--- config.mk ---
export PLATFORM = sky130hd
export DESIGN_NAME = ctl_glitch_filter
export DESIGN_NICKNAME = d
export VERILOG_FILES = /design/src/rtl/ctlf_pkg.sv /design/src/rtl/ctlf_mode_dec.sv /design/src/rtl/ctlf_qualify.sv /design/src/rtl/ctlf_budget.sv /design/src/rtl/ctlf_chan.sv /design/src/rtl/ctl_glitch_filter.sv
export SDC_FILE = /design/constraint.sdc
export NUM_CORES = 1
export LEC_CHECK = 0
export BUFFER_PORTS_ARGS = -buffer_cell sky130_fd_sc_hd__buf_4
export CORE_MARGIN = 4
export CORE_UTILIZATION = 45
export CTS_CLUSTER_SIZE = 25
export DETAILED_ROUTE_END_ITERATION = 10
export PLACE_DENSITY_LB_ADDON = 0.08
export SETUP_SLACK_MARGIN = 0.5
export SLEW_MARGIN = 10
export SYNTH_ARGS = -nofsm -noshare
export SYNTH_HDL_FRONTEND = slang
export SYNTH_SLANG_ARGS = --single-unit
--- constraint.sdc ---
create_clock -name clk -period 2.1 [get_ports clk]
set_input_delay 0.21 -clock clk [delete_from_list [all_inputs] [get_ports clk]]
set_output_delay 0.21 -clock clk [all_outputs]
set_load 0.03 [all_outputs]
--- src/rtl/ctlf_pkg.sv ---
package ctlf_pkg;

  typedef enum logic [1:0] {
    MODE_PLAIN = 2'b00,
    MODE_FILT  = 2'b01,
    MODE_LEG0  = 2'b10,
    MODE_LEG1  = 2'b11
  } ctlf_mode_e;

  localparam int NCH   = 3;
  localparam int CH_HS = 0;
  localparam int CH_VS = 1;
  localparam int CH_DE = 2;

  // saturating increment used by every age and run counter
  function automatic int sat_inc(input int val, input int cap);
    return (val >= cap) ? cap : val + 1;
  endfunction

  // a window is open once the tracked age has reached its limit
  function automatic bit window_open(input int age, input int win);
    return age >= win;
  endfunction

endpackage

--- src/rtl/ctlf_mode_dec.sv ---
module ctlf_mode_dec (
  input  logic [1:0] mode_sel,
  output logic       legacy,
  output logic       filt_on
);
  import ctlf_pkg::*;

  ctlf_mode_e mode;

  assign mode    = ctlf_mode_e'(mode_sel);
  assign legacy  = (mode == MODE_LEG0) || (mode == MODE_LEG1);
  assign filt_on = (mode == MODE_FILT);

endmodule

--- src/rtl/ctlf_qualify.sv ---
module ctlf_qualify #(
  parameter int MIN_RUN = 3
) (
  input  logic clk,
  input  logic rst_n,
  input  logic din,
  output logic cand,
  output logic steady
);
  import ctlf_pkg::*;

  localparam int RW = $clog2(MIN_RUN + 1);

  logic          in_q;
  logic [RW-1:0] run;

  // run counts consecutive equal samples ending with in_q
  always_ff @(posedge clk or negedge rst_n) begin
    if (!rst_n) begin
      in_q <= 1'b0;
      run  <= RW'(MIN_RUN);
    end else begin
      in_q <= din;
      if (din != in_q) run <= RW'(1);
      else             run <= RW'(sat_inc(int'(run), MIN_RUN));
    end
  end

  assign cand   = in_q;
  assign steady = window_open(int'(run), MIN_RUN);

endmodule

--- src/rtl/ctlf_budget.sv ---
module ctlf_budget #(
  parameter int WIN   = 130,
  parameter int DEPTH = 2
) (
  input  logic clk,
  input  logic rst_n,
  input  logic reload,
  input  logic take,
  output logic room
);
  import ctlf_pkg::*;

  localparam int AW = $clog2(WIN + 1);

  // age[i] = edges since the (i+1)-th most recent accepted transition
  logic [AW-1:0] age [DEPTH];

  for (genvar i = 0; i < DEPTH; i++) begin : g_age
    if (i == 0) begin : g_head
      always_ff @(posedge clk or negedge rst_n) begin
        if (!rst_n)      age[i] <= AW'(WIN);
        else if (reload) age[i] <= AW'(WIN);
        else if (take)   age[i] <= AW'(1);
        else             age[i] <= AW'(sat_inc(int'(age[i]), WIN));
      end
    end else begin : g_tail
      always_ff @(posedge clk or negedge rst_n) begin
        if (!rst_n)      age[i] <= AW'(WIN);
        else if (reload) age[i] <= AW'(WIN);
        else if (take)   age[i] <= AW'(sat_inc(int'(age[i-1]), WIN));
        else             age[i] <= AW'(sat_inc(int'(age[i]), WIN));
      end
    end
  end

  assign room = window_open(int'(age[DEPTH-1]), WIN);

endmodule

--- src/rtl/ctlf_chan.sv ---
module ctlf_chan #(
  parameter int WIN     = 130,
  parameter int DEPTH   = 2,
  parameter int MIN_RUN = 3,
  parameter bit QUAL    = 1'b1
) (
  input  logic clk,
  input  logic rst_n,
  input  logic legacy,
  input  logic filt_on,
  input  logic din,
  output logic dout,
  output logic want,
  output logic accept
);
  logic cand;
  logic steady;
  logic room;

  ctlf_qualify #(.MIN_RUN(MIN_RUN)) qual_i (
    .clk    (clk),
    .rst_n  (rst_n),
    .din    (din),
    .cand   (cand),
    .steady (steady)
  );

  ctlf_budget #(.WIN(WIN), .DEPTH(DEPTH)) budget_i (
    .clk    (clk),
    .rst_n  (rst_n),
    .reload (legacy),
    .take   (accept),
    .room   (room)
  );

  assign want   = (cand != dout) && (!(QUAL && filt_on) || steady);
  assign accept = want && room && !legacy;

  always_ff @(posedge clk or negedge rst_n) begin
    if (!rst_n)      dout <= 1'b0;
    else if (legacy) dout <= din;
    else if (accept) dout <= cand;
  end

endmodule

--- src/rtl/ctl_glitch_filter.sv ---
module ctl_glitch_filter #(
  parameter int WIN       = 130,
  parameter int MIN_RUN   = 3,
  parameter int HD_BUDGET = 2,
  parameter int VS_BUDGET = 1
) (
  input  logic       clk,
  input  logic       rst_n,
  input  logic [1:0] mode_sel,
  input  logic [2:0] ctl_in,
  output logic [2:0] ctl_out
);
  import ctlf_pkg::*;

  logic           legacy;
  logic           filt_on;
  logic [NCH-1:0] chan_want;
  logic [NCH-1:0] chan_accept;

  ctlf_mode_dec mode_i (
    .mode_sel (mode_sel),
    .legacy   (legacy),
    .filt_on  (filt_on)
  );

  for (genvar c = 0; c < NCH; c++) begin : g_ch
    localparam int CDEPTH = (c == CH_VS) ? VS_BUDGET : HD_BUDGET;
    localparam bit CQUAL  = (c != CH_VS);
    ctlf_chan #(
      .WIN     (WIN),
      .DEPTH   (CDEPTH),
      .MIN_RUN (MIN_RUN),
      .QUAL    (CQUAL)
    ) chan_i (
      .clk     (clk),
      .rst_n   (rst_n),
      .legacy  (legacy),
      .filt_on (filt_on),
      .din     (ctl_in[c]),
      .dout    (ctl_out[c]),
      .want    (chan_want[c]),
      .accept  (chan_accept[c])
    );
  end

endmodule

==> impl_metrics.env <==
export IMPL_outcome="complete, no violations"
export IMPL_synth_seq_cells=50
export IMPL_root_buffer="clkbuf_8"
export IMPL_async_flop_share=1.00
export IMPL_multiInputGateArea_um2=1520
export IMPL_wl_um=5460
export IMPL_start_kind="register"
export IMPL_drive_gt1_frac=0.386
export IMPL_synth_avg_cell_area_um2=10.8
export IMPL_r2r_slack_ns=0.28
export IMPL_power_density_nw_per_um2=784
export IMPL_p_leak_uw=0.00133
export IMPL_clk_pin_slew_ns=0.09
export IMPL_grt_max_degree=51
export IMPL_grtUsageTotal=0.160
export IMPL_yosys_area_share_simple=0.187
export IMPL_final_setup_skew_ns=0.00542
export IMPL_seq_area_frac_synth=0.487
export IMPL_syn_nets=258
export IMPL_synthFlopType="dfrtp_1"
export IMPL_r2r_start="g_ch[0].chan_i.budget_i.age[3]$_DFF_PN0_"
export IMPL_ir_worst_vdd_mv=0.392
export IMPL_r2r_cells=5
export IMPL_rsz0062_at_grt="true"
export IMPL_power_frac_comb=0.285
export IMPL_synthXorXnorAreaFrac=0.101
export IMPL_synth_mux_area_frac=0.00384
export IMPL_min_from="ctl_in[1]"
export IMPL_final_setup_worst_slack_ns=0.278
export IMPL_fillerInstances=497
export IMPL_maxCapViolations=0
export IMPL_clock_latency_ns=0.31
export IMPL_grt_pass1_vias=1898
export IMPL_synth_adder_area_share=0.0481
export IMPL_critical_path_arrival_ns=2.01
export IMPL_detail_route_antenna_nets=0
export IMPL_hold_path_class="in -> reg"
export IMPL_portBuffers=9
export IMPL_clock_fmax_ghz=0.549
export IMPL_final_max_slew_viol_count=0
export IMPL_ys_warn_count=0
export IMPL_viasPerCell=5.53
export IMPL_synth_edf_count=0
export IMPL_switchingPower_uw=792
export IMPL_hold_viol_final=0
export IMPL_synth_compound_area_share=0.142
export IMPL_cp_required_ns=2.29
export IMPL_min_to="g_ch[1].chan_i.qual_i.cand$_DFF_PN0_"
export IMPL_ios=10
export IMPL_dp_slack_ns=0.193
export IMPL_diodes=0
export IMPL_hpwl_um=3500
export IMPL_slew_headroom=0.558
export IMPL_syn_area_um2=2600
export IMPL_clockBufferDepth=2
export IMPL_yosysTopAreaCellShare=0.346
export IMPL_worstPathMaxFanout=6
export IMPL_dieArea_um2=7070
export IMPL_setup_viol=0
export IMPL_tritoncts="done"
export IMPL_synth_top_area_cell="dfrtp_1"
export IMPL_seqPwrFrac=0.451
export IMPL_tightest_slew_ns=0.658
export IMPL_post_drt_wl_per_cell_um=15.9
export IMPL_period_share=0.867
export IMPL_clkPwrFrac=0.263
export IMPL_grt_pass1_wl_um=9240
export IMPL_antenna_found_initial=0
export IMPL_drtIter0Drc=53
export IMPL_cts_made_buffers=5
export IMPL_synth_distinct_cells=53
export IMPL_num_rows=27
export IMPL_cts_sinks=50
export IMPL_end_kind="register"
export IMPL_route_detailed_drc=0
export IMPL_holdWs_ns=0.0213
export IMPL_regArea_um2=1270
export IMPL_core_area_um2=5570
export IMPL_nets=288
export IMPL_routabilityCongestion=0.785
export IMPL_synth_top_family_by_area="simple AND/OR/NAND/NOR gates"
export IMPL_die_width_um=84.1
export IMPL_overflow=0
export IMPL_r2r_end="g_ch[0].chan_i.budget_i.age[3]$_DFF_PN0_"
export IMPL_firstDrtPassIters=4
export IMPL_area_growth_pct=25.3
export IMPL_internal_power_uw=1770
export IMPL_dieHeight_um=84.1
export IMPL_fin_setup_tns_ns=0
export IMPL_path_class="reg -> reg"
export IMPL_h_tree_depth=2
export IMPL_synthTopCellsByArea="dfrtp_1, dfstp_2, xor2_1"
export IMPL_whs_path_depth=1
export IMPL_initial_utilization=0.467
export IMPL_num_vias=1903
export IMPL_finalCriticalPeriod_ns=1.82
export IMPL_swShare=0.309
export IMPL_synthCells=241
==> cell families (layout without fill, tap and decap cells) <==
group / Yosys count / count (layout)
flip-flops: 50 / 50
XOR/XNOR: 30 / 30
AND/OR/NAND/NOR: 87 / 87
AO/OA/AOI/OAI: 46 / 47
multiplexers: 1 / 1
adder cells (fa/ha/maj): 10 / 10
buffers and inverters: 17 / 47
==> synth_stat cells (2+ instances only) <==
master / number
dfrtp_1: 36
xor2_1: 17
nand3_1: 16
dfstp_2: 14
nor2_1: 13
xnor2_1: 13
nand2_1: 12
ha_1: 10
nor3_1: 10
and3_1: 8
o22ai_1: 8
a21oi_1: 7
inv_1: 7
clkbuf_1: 5
buf_4: 4
nor4_1: 4
o21ai_0: 4
a31oi_1: 3
and2_1: 3
nand2b_1: 3
o32ai_1: 3
a21boi_0: 2
a21o_1: 2
a31o_2: 2
nand4_1: 2
nor2b_1: 2
o21a_1: 2
o22a_1: 2
o41ai_4: 2
or4_4: 2
==> critical path: stages, from the launching register on <==
cell	delay (ns)
dfrtp_1	0.41
or4_4	0.55
o41ai_4	0.27
buf_6	0.19
nand3b_4	0.19
o32ai_2	0.11
==> power groups by stage <==
stage | Clock, uW | Combinational [uW] | Sequential (uW)
after CTS | 700 | 665 | 1150
after global routing | 738 | 805 | 1170
after detailed placement | 0 | 524 | 1180
after global placement | 0 | 520 | 1180
after floorplan | 0 | 411 | 1150
final | 674 | 730 | 1150
==> how the worst max path moves through the flow <==
stage                                        startpoint                                  endpoint  slack (ns)  cells after the start
2_1_floorplan  g_ch[1].chan_i.budget_i.age[0]$_DFF_PN0_  g_ch[1].chan_i.budget_i.age[1]$_DFF_PN1_        0.30                      6
3_3_place_gp   g_ch[1].chan_i.budget_i.age[0]$_DFF_PN0_  g_ch[1].chan_i.budget_i.age[1]$_DFF_PN1_        0.23                      6
3_5_place_dp   g_ch[1].chan_i.budget_i.age[0]$_DFF_PN0_  g_ch[1].chan_i.budget_i.age[1]$_DFF_PN1_        0.19                      6
4_1_cts        g_ch[1].chan_i.budget_i.age[0]$_DFF_PN0_  g_ch[1].chan_i.budget_i.age[1]$_DFF_PN1_        0.23                      6
5_1_grt        g_ch[0].chan_i.budget_i.age[3]$_DFF_PN0_  g_ch[0].chan_i.budget_i.age[3]$_DFF_PN0_        0.22                      5
6_report       g_ch[0].chan_i.budget_i.age[3]$_DFF_PN0_  g_ch[0].chan_i.budget_i.age[3]$_DFF_PN0_        0.28                      5
==> state kept, by name, summed over array words and instances (netlist names) <==
| name | count |
|---|---|
| g_ch.chan_i.qual_i.run | 4 |
| g_ch.chan_i.dout | 3 |
| g_ch.chan_i.budget_i.age | 40 |
| g_ch.chan_i.qual_i.cand | 3 |
==> layout make-up <==
type,count,area share
Multi-Input combinational cell,175,0.465
Sequential cell,50,0.389
Timing Repair Buffer,31,0.0755
Tap cell,72,0.0276
Clock buffer,5,0.0211
Clock inverter,3,0.0123
Inverter,8,0.00920
==> layout by cell type, fill, tap and decap left out, types with 2 or more instances in the layout <==
cell	netlist	layout
inv_1	7	5
nor2_2	0	3
o21ai_0	4	2
nor3_2	0	8
clkinv_2	0	2
a21o_1	2	2
o32ai_2	0	3
o21a_1	2	2
nor4_1	4	2
xor2_1	17	17
buf_4	4	27
clkbuf_8	0	5
nand4_1	2	2
a31o_2	2	2
nand2_2	0	2
a21oi_2	0	3
nand2_1	12	8
inv_2	0	2
o22ai_2	0	2
nor4_4	0	2
nand2b_1	3	3
o22a_1	2	2
xnor2_1	13	13
nand3_1	16	16
dfrtp_1	36	35
dfstp_2	14	14
and3_1	8	8
o21ai_1	1	3
o41ai_4	2	3
nor2b_1	2	2
nor2_1	13	9
a31oi_1	3	3
ha_1	10	8
or4_4	2	3
a21oi_1	7	4
o22ai_1	8	6
and2_4	0	2
buf_6	0	3
ha_4	0	2
==> what timing repair did <==
item	4_1_cts	5_1_grt
hold endpoints to repair	36	0
setup buffers	12	5
resized for setup	31	19
setup endpoints to repair	41	41
pin swaps	11	12
gates cloned	1	1
hold buffers	1	0
==> per-layer routing <==
layer | global-route usage | up-vias | share of wire
li1 | - | 929 | -
met5 | 0 | - | 0
met2 | 0.245 | 21 | 0.48
met4 | 0.0541 | 0 | 0.014
met1 | 0.221 | 947 | 0.48
met3 | 0.0415 | 6 | 0.028
==> per-stage QoR <==
stage | instances | util | total power [uW] | instance area, um2
after floorplan | 241 | - | 1570 | 2660
after global placement | 316 | 0.501 | 1700 | 2790
after detailed placement | 316 | 0.501 | 1700 | 2790
after CTS | 338 | 0.563 | 2520 | 3140
after global routing | 344 | 0.585 | 2710 | 3260
final | 344 | 0.585 | 2560 | 3260
Power figures use the tool's default switching activity.
